--- src/rtl/pwc_pkg.sv ---
package pwc_pkg;

  typedef enum logic [2:0] {
    RSN_NONE       = 3'd0,
    RSN_EN_DROP    = 3'd1,
    RSN_NO_PULSE   = 3'd2,
    RSN_OPEN_PULSE = 3'd3,
    RSN_EXTRA      = 3'd4
  } reason_e;

  typedef enum logic {
    ST_IDLE,
    ST_WATCH
  } state_e;

  // strobes from control to datapath
  typedef struct packed {
    logic    openWin;
    logic    stepWin;
    logic    noteRise;
    logic    noteFall;
    logic    emitPass;
    logic    emitFail;
    reason_e failCode;
  } ctrl_s;

  // observations from datapath to control
  typedef struct packed {
    logic enNow;
    logic enRise;
    logic monRise;
    logic monFall;
    logic riseSeen;
    logic fallSeen;
    logic lastCycle;
  } stat_s;

endpackage

--- src/rtl/pwc_datapath.sv ---
module pwc_datapath
  import pwc_pkg::*;
#(
  parameter int WIN_LEN = 10
) (
  input  logic    clk,
  input  logic    rst,
  input  logic    enIn,
  input  logic    monIn,
  input  ctrl_s   ctrl,
  output stat_s   stat,
  output logic    passQ,
  output logic    failQ,
  output reason_e reasonQ
);

  localparam int CW = $clog2(WIN_LEN + 1);
  localparam logic [CW-1:0] LAST_IDX = CW'(WIN_LEN - 1);

  logic          enPrev;
  logic          monPrev;
  logic [CW-1:0] winCnt;
  logic          riseSeen;
  logic          fallSeen;

  always_ff @(posedge clk) begin
    if (rst) begin
      enPrev   <= 1'b0;
      monPrev  <= 1'b0;
      winCnt   <= '0;
      riseSeen <= 1'b0;
      fallSeen <= 1'b0;
      passQ    <= 1'b0;
      failQ    <= 1'b0;
      reasonQ  <= RSN_NONE;
    end else begin
      enPrev  <= enIn;
      monPrev <= monIn;
      passQ   <= ctrl.emitPass;
      failQ   <= ctrl.emitFail;
      reasonQ <= ctrl.emitFail ? ctrl.failCode : RSN_NONE;
      if (ctrl.openWin) begin
        winCnt   <= '0;
        riseSeen <= 1'b0;
        fallSeen <= 1'b0;
      end else begin
        if (ctrl.stepWin)  winCnt   <= winCnt + CW'(1);
        if (ctrl.noteRise) riseSeen <= 1'b1;
        if (ctrl.noteFall) fallSeen <= 1'b1;
      end
    end
  end

  always_comb begin
    stat.enNow     = enIn;
    stat.enRise    = enIn & ~enPrev;
    stat.monRise   = monIn & ~monPrev;
    stat.monFall   = ~monIn & monPrev;
    stat.riseSeen  = riseSeen;
    stat.fallSeen  = fallSeen;
    stat.lastCycle = (winCnt == LAST_IDX);
  end

endmodule

--- config.mk ---
export PLATFORM = sky130hd
export DESIGN_NAME = pwc_datapath
export DESIGN_NICKNAME = d
export VERILOG_FILES = /design/src/rtl/pwc_pkg.sv /design/src/rtl/pwc_datapath.sv
export SDC_FILE = /design/constraint.sdc
export NUM_CORES = 1
export LEC_CHECK = 0
export CAP_MARGIN = 20
export CORE_AREA = 5 5 43 45
export CTS_CLUSTER_DIAMETER = 120
export CTS_CLUSTER_SIZE = 30
export DETAILED_ROUTE_END_ITERATION = 10
export DIE_AREA = 0 0 48 50
export PLACE_DENSITY = 0.71
export SETUP_SLACK_MARGIN = 0.02
export SLEW_MARGIN = 20
export SYNTH_ARGS = -nofsm -noshare
export SYNTH_HDL_FRONTEND = slang
export SYNTH_SLANG_ARGS = --single-unit
--- constraint.sdc ---
create_clock -name clk -period 1.1 [get_ports clk]
set_input_delay 0.33 -clock clk [delete_from_list [all_inputs] [get_ports clk]]
set_output_delay 0.33 -clock clk [all_outputs]
set_load 0.03 [all_outputs]
==> results.json, run 1 <==
{
  "cts_setup_buffers": 0,
  "crit_start": "winCnt[1]",
  "synth_area_per_cell_sq_um": 10.58,
  "fillers": 122,
  "r2r_cells": 4,
  "period_needed_ns": 1.460,
  "min-delay-start": "enIn",
  "fp.coreArea_sq_um": 1436,
  "fp.dieW_um": 48,
  "synth-seq-cells": 13,
  "cts_buffers": 3,
  "dp_hpwl_um": 799.3,
  "fin_crit_sh_pct": 132.7,
  "rsz0062_at_grt": "true",
  "via_per_inst": 4.538,
  "setup_viol": 4,
  "insertion_delay_ns": 0.27,
  "initial_utilization_pct": 33.89,
  "first_pass_iters": 1,
  "tightest_slew_ns": 0.1675,
  "cts_max_level": 1,
  "die-height_um": 50,
  "outcome": "finished with violations",
  "cp-end-kind": "output pin",
  "post_drt_wl_per_cell_um": 12.08,
  "final_cell_mix": "dfxtp_2 (11), buf_6 (11), clkdlybuf4s50_1 (7)",
  "wirelength_mm": 1.099,
  "worstSetupStartpointType": "flop",
  "crit_slowest_cell": "dfxtp_2",
  "min_to": "enPrev",
  "powerDensity_nw_per_um2": 1152,
  "io_buffers": 24,
  "dpl.cell_count": 87,
  "grt_pass1_wl_mm": 1.828,
  "crit_chain": "inv_2 > ha_4 > and3b_2 > buf_6",
  "grt.total_usage_pct": 10.51,
  "rows": 14,
  "postLayoutCellArea_sq_um": 854.6,
  "worst_setup_hold_path_clk_slew_ns": 0.08,
  "layout.nets": 91,
  "worstSetupPathType": "reg2out",
  "clockBufferDepth": 2,
  "drive_above_1_share_pct": 57.33,
  "cts_sinks": 13,
  "grt_max_degree": 9,
  "antenna_found_initial": 0,
  "timing.rr.start": "winCnt[0]",
  "slew_viol_final": 0,
  "synth.distinct_cells": 19,
  "relSlewSlack_pct": 88.81,
  "postRouteAntennaNets": 0,
  "place.gp.congestion": 0.6770,
  "cp_max_fo": 2,
  "multi_input_area_sq_um": 242.7,
  "instances_no_fill": 91,
  "max_freq_ghz": 0.6850,
  "arrival_ns": 1.13,
  "ir_worst_vdd_mv": 0.6925,
  "globalRoute.totalOverflow": 0,
  "holdCritPathClass": "in2reg",
  "syn_area_sq_um": 486.7,
  "leakagePower_nw": 0.3867,
  "synth-seq-area-share_pct": 53.47,
  "r2r_end": "winCnt[2]",
  "fin_util_pct": 59.49,
  "rrSetupSlack_ns": 0.06,
  "vias": 413,
  "cpPeakStageDelay_ns": 0.35,
  "critPathBufInv": 2,
  "drt_iter0_drc": 0,
  "drc": 0,
  "drv_cap": 0,
  "layout_setup_ws_ns": -0.3598,
  "path_depth": 4,
  "cts_tree": "built",
  "ctsHoldBuffers": 0,
  "skew_ns": 0.002587,
  "cp.required_ns": 0.77,
  "finalHoldViolations": 0,
  "cp_top_family": "flip-flops",
  "holdPathStages": 2,
  "violations": "setup timing",
  "pin_count": 25,
  "postPlaceCellArea_sq_um": 734.5,
  "grt_pass1_vias": 461,
  "synth_warnings": 0,
  "syn_to_final_growth_pct": 75.58,
  "dieArea_sq_um": 2400,
  "antenna_cells": 0,
  "syn_inst": 46,
  "cts_root_buffer": "clkbuf_4",
  "regArea_sq_um": 274.0,
  "synth_nets": 61
}
==> worst max path at each step <==
| stage | to | slack (ns) |
|---|---|---|
| 3_3_place_gp | stat[4] | -0.35 |
| 4_1_cts | stat[0] | -0.37 |
| 2_1_floorplan | stat[0] | -0.0008 |
| 3_5_place_dp | stat[4] | -0.37 |
| 5_1_grt | stat[0] | -0.38 |
| 6_report | stat[0] | -0.36 |
==> per-stage QoR <==
stage,power [W],setup slack [ns],hold slack (ns),setup TNS [ns]
floorplan,0.0005903,-0.0008414,0.4016,-0.0008414
global placement,0.0006762,-0.3462,0.4536,-3.962
detailed placement,0.0006795,-0.3655,0.4578,-4.180
CTS,0.0009928,-0.3716,0.4026,-0.6364
global route,0.001028,-0.3807,0.4469,-0.7521
finish,0.0009843,-0.3598,0.4153,-0.6221
==> area by class of cell <==
cell class / instances / share of cell area, %
Inverter: 1 / 0.4392
Clock buffer: 3 / 2.635
Multi-Input combinational cell: 29 / 28.40
Timing Repair Buffer: 28 / 33.53
Clock inverter: 1 / 0.5857
Sequential cell: 13 / 32.06
Tap cell: 16 / 2.343
==> routing by layer <==
metal  routed length (um)  track usage, %  vias to the layer above
li1                     -               -                      204
met1                  427           10.68                      188
met2                  546           18.28                       19
met3                  111           2.909                        2
met4                   12           5.381                        0
met5                    0               0                        -
==> cell families (layout without fill, tap and decap cells) <==
logic type	Yosys count	after routing	share of synthesized area, %
compound gates	3	3	4.627
xor+xnor	1	1	1.800
fa+ha+maj	2	2	5.141
buf+inv	4	33	5.397
flops	13	13	53.47
mux	1	1	2.313
simple gates	22	22	27.25
==> Yosys cell counts <==
| cell | count | area share, % |
|---|---|---|
| dfxtp_1 | 13 | 53 |
| nor2_1 | 6 | 4.6 |
| nor2b_1 | 4 | 5.1 |
| and2_1 | 3 | 3.9 |
| and2b_1 | 3 | 4.6 |
| buf_4 | 3 | 4.6 |
| ha_1 | 2 | 5.1 |
| a211oi_1 | 1 | 1.5 |
| a21bo_2 | 1 | 2.1 |
| a21oi_1 | 1 | 1.0 |
| and3b_1 | 1 | 1.8 |
| inv_1 | 1 | 0.77 |
| mux2_1 | 1 | 2.3 |
| nand3b_1 | 1 | 1.5 |
| nand4_1 | 1 | 1.3 |
| nor3_1 | 1 | 1.0 |
| nor3b_1 | 1 | 1.5 |
| or2_4 | 1 | 1.8 |
| xnor2_1 | 1 | 1.8 |
==> where the power goes <==
group | total, W | switching [W] | internal [W] | leakage (nW)
Sequential | 0.000506 | 0.0000123 | 0.000493 | 0.111
Combinational | 0.000189 | 0.0000846 | 0.000105 | 0.258
Clock | 0.000290 | 0.000155 | 0.000135 | 0.0177
Total | 0.000984 | 0.000252 | 0.000732 | 0.387
==> registers in the layout, summed over array words and instances, names as in the netlist <==
signal	count
winCnt	4
reasonQ	3
enPrev	1
failQ	1
fallSeen	1
monPrev	1
passQ	1
riseSeen	1
==> timing repair <==
item | in CTS | in global routing
pin swaps | 1 | 1
gates resized for setup | 28 | 9
setup endpoints to repair | 16 | 13
No activity file was read; power rests on OpenSTA's default activity.
==> run 2, diff against run 1 <==
--- a/config.mk
+++ b/config.mk
@@ -5,13 +5,13 @@
 export SDC_FILE = /design/constraint.sdc
 export NUM_CORES = 1
 export LEC_CHECK = 0
-export CAP_MARGIN = 20
-export CORE_AREA = 5 5 43 45
+export CORE_AREA = 2 2 40 42
 export CTS_CLUSTER_DIAMETER = 120
 export CTS_CLUSTER_SIZE = 30
 export DETAILED_ROUTE_END_ITERATION = 10
-export DIE_AREA = 0 0 48 50
+export DIE_AREA = 0 0 42 44
 export PLACE_DENSITY = 0.71
+export RECOVER_POWER = 25
 export SETUP_SLACK_MARGIN = 0.02
 export SLEW_MARGIN = 20
 export SYNTH_ARGS = -nofsm -noshare
==> results.json, run 2 (synthesized netlist as in run 1, its figures left out) <==
{
  "combPwrFrac_pct": 19.6,
  "layout_setup_ws_ns": -0.3387,
  "tightest_slew_ns": 0.1672,
  "fp.dieW_um": 42,
  "cp.required_ns": 0.77,
  "p_sw_w": 0.0002395,
  "skew_ns": 0.005387,
  "antenna_cells": 0,
  "outcome": "finished with violations",
  "finalHoldViolations": 0,
  "layout_commonest_cell": "buf_6",
  "largest_reg_flops": 4,
  "fillers": 127,
  "cts_max_level": 1,
  "violations": "setup timing",
  "grt_max_degree": 8,
  "grt_pass1_vias": 396,
  "multi_input_area_sq_um": 244.0,
  "post_drt_wl_per_cell_um": 10.16,
  "critPathBufInv": 2,
  "worst_setup_hold_path_clk_slew_ns": 0.07,
  "final_cell_mix": "buf_6 (13), dfxtp_2 (10), clkdlybuf4s50_1 (7)",
  "clockBufferDepth": 2,
  "use_met1_pct": 13.20,
  "drive_above_1_share_pct": 53.95,
  "relSlewSlack_pct": 88.83,
  "switching_share_pct": 24.42,
  "cp_max_fo": 2,
  "initial_utilization_pct": 34.30,
  "arrival_ns": 1.11,
  "postRouteAntennaNets": 0,
  "rsz0062_at_grt": "true",
  "via_per_inst": 4.424,
  "antenna_found_initial": 0,
  "drc": 0,
  "globalRoute.totalOverflow": 0,
  "grt.total_usage_pct": 11.45,
  "cts_sinks": 13,
  "grt_pass1_wl_mm": 1.621,
  "largestRegisters": "winCnt (4), reasonQ (3)",
  "syn_to_final_growth_pct": 75.58,
  "rows": 14,
  "crit_slowest_cell": "dfxtp_2",
  "layout.nets": 92,
  "period_needed_ns": 1.439,
  "crit_chain": "inv_2 > ha_4 > and3b_2 > buf_6",
  "dpl_worst_slack_ns": -0.3594,
  "fp.coreArea_sq_um": 1419,
  "dieArea_sq_um": 1848,
  "fin_crit_sh_pct": 130.8,
  "drt_iter0_drc": 3,
  "setup_viol": 4,
  "first_pass_iters": 3,
  "holdCritPathClass": "in2reg",
  "grt_use_met3_pct": 2.917,
  "worstSetupStartpointType": "flop",
  "max_freq_ghz": 0.6951,
  "dpl.cell_count": 88,
  "place.gp.congestion": 0.6475,
  "pwr-share-seq_pct": 51.5,
  "cts_buffers": 3,
  "dp_hpwl_um": 732.3,
  "clkPwrFrac_pct": 28.8,
  "wirelength_um": 935,
  "worstSetupPathType": "reg2out",
  "cp_top_family": "flip-flops",
  "ir_worst_vdd_mv": 0.8378,
  "cts_tree": "built",
  "leakagePower_nw": 0.3732,
  "fin_util_pct": 60.23,
  "drv_cap": 0,
  "regArea_sq_um": 272.8,
  "instances_no_fill": 92,
  "cts_root_buffer": "clkbuf_4",
  "die-height_um": 44,
  "cp-end-kind": "output pin",
  "cpPeakStageDelay_ns": 0.34,
  "pin_count": 25,
  "use_met2_pct": 20.63,
  "largest-register": "winCnt",
  "vias": 407,
  "insertion_delay_ns": 0.27,
  "powerDensity_nw_per_um2": 1148,
  "io_buffers": 24,
  "slew_viol_final": 0,
  "p_int_w": 0.0007414,
  "cts_setup_buffers": 0,
  "setup-tns-final_ns": -0.5605,
  "gr-max-usage-layer": "met2"
}
## run 2: worst paths after layout
kind                            startpoint   endpoint  slack [ns]  depth (start not counted)
worst max-delay path             winCnt[1]    stat[0]       -0.34                          4
worst min-delay path                  enIn     enPrev        0.39                          3
worst max register to register   winCnt[0]  winCnt[2]        0.06                          4
worst min register to register    riseSeen   riseSeen        0.47                          2
## run 2: what timing repair did
item | in CTS | in global routing
endpoints found under the setup margin | 12 | 12
hold endpoints to repair | 0 | 0
hold buffers | 0 | 0
pin swaps | 1 | 2
cloned | 0 | 0
gates resized for setup | 29 | 9
## run 2: power groups by stage
| stage | combinational, W | clock, W | sequential (W) |
|---|---|---|---|
| finish | 0.000193 | 0.000283 | 0.000505 |
| global route | 0.000206 | 0.000313 | 0.000509 |
| CTS | 0.000189 | 0.000300 | 0.000503 |
| detailed placement | 0.000173 | 0 | 0.000509 |
| global placement | 0.000171 | 0 | 0.000508 |
| floorplan | 0.0000643 | 0 | 0.000526 |
## run 2: final cells by class
type / count / area share [%]
repair buffers: 29 / 33.67
flip-flops and latches: 13 / 31.92
multi-input cells: 29 / 28.55
clock buffers: 4 / 3.075
well taps: 16 / 2.343
inverters: 1 / 0.4392
## run 2: through the flow
stage / hold WS (ns) / area [sq um] / total power (W)
floorplan: 0.4016 / 496.7 / 0.0005903
global placement: 0.4519 / 742.0 / 0.0006783
detailed placement: 0.4628 / 742.0 / 0.0006816
CTS: 0.3788 / 832.0 / 0.0009927
global route: 0.3959 / 854.6 / 0.001029
finish: 0.3896 / 854.6 / 0.0009809
## run 2: tightest hold or removal path, delay by kind of cell
family,cells,cell delay (ns)
buffers and inverters,2,0.19
and+or+nand+nor,1,0.10
## run 2: layer usage
| metal | share of wire [%] | vias up | wire length, um |
|---|---|---|---|
| met5 | 0 | - | 0 |
| li1 | - | 210 | - |
| met1 | 40 | 186 | 374 |
| met4 | 0 | 0 | 0 |
| met2 | 54 | 11 | 505 |
| met3 | 5.8 | 0 | 54 |
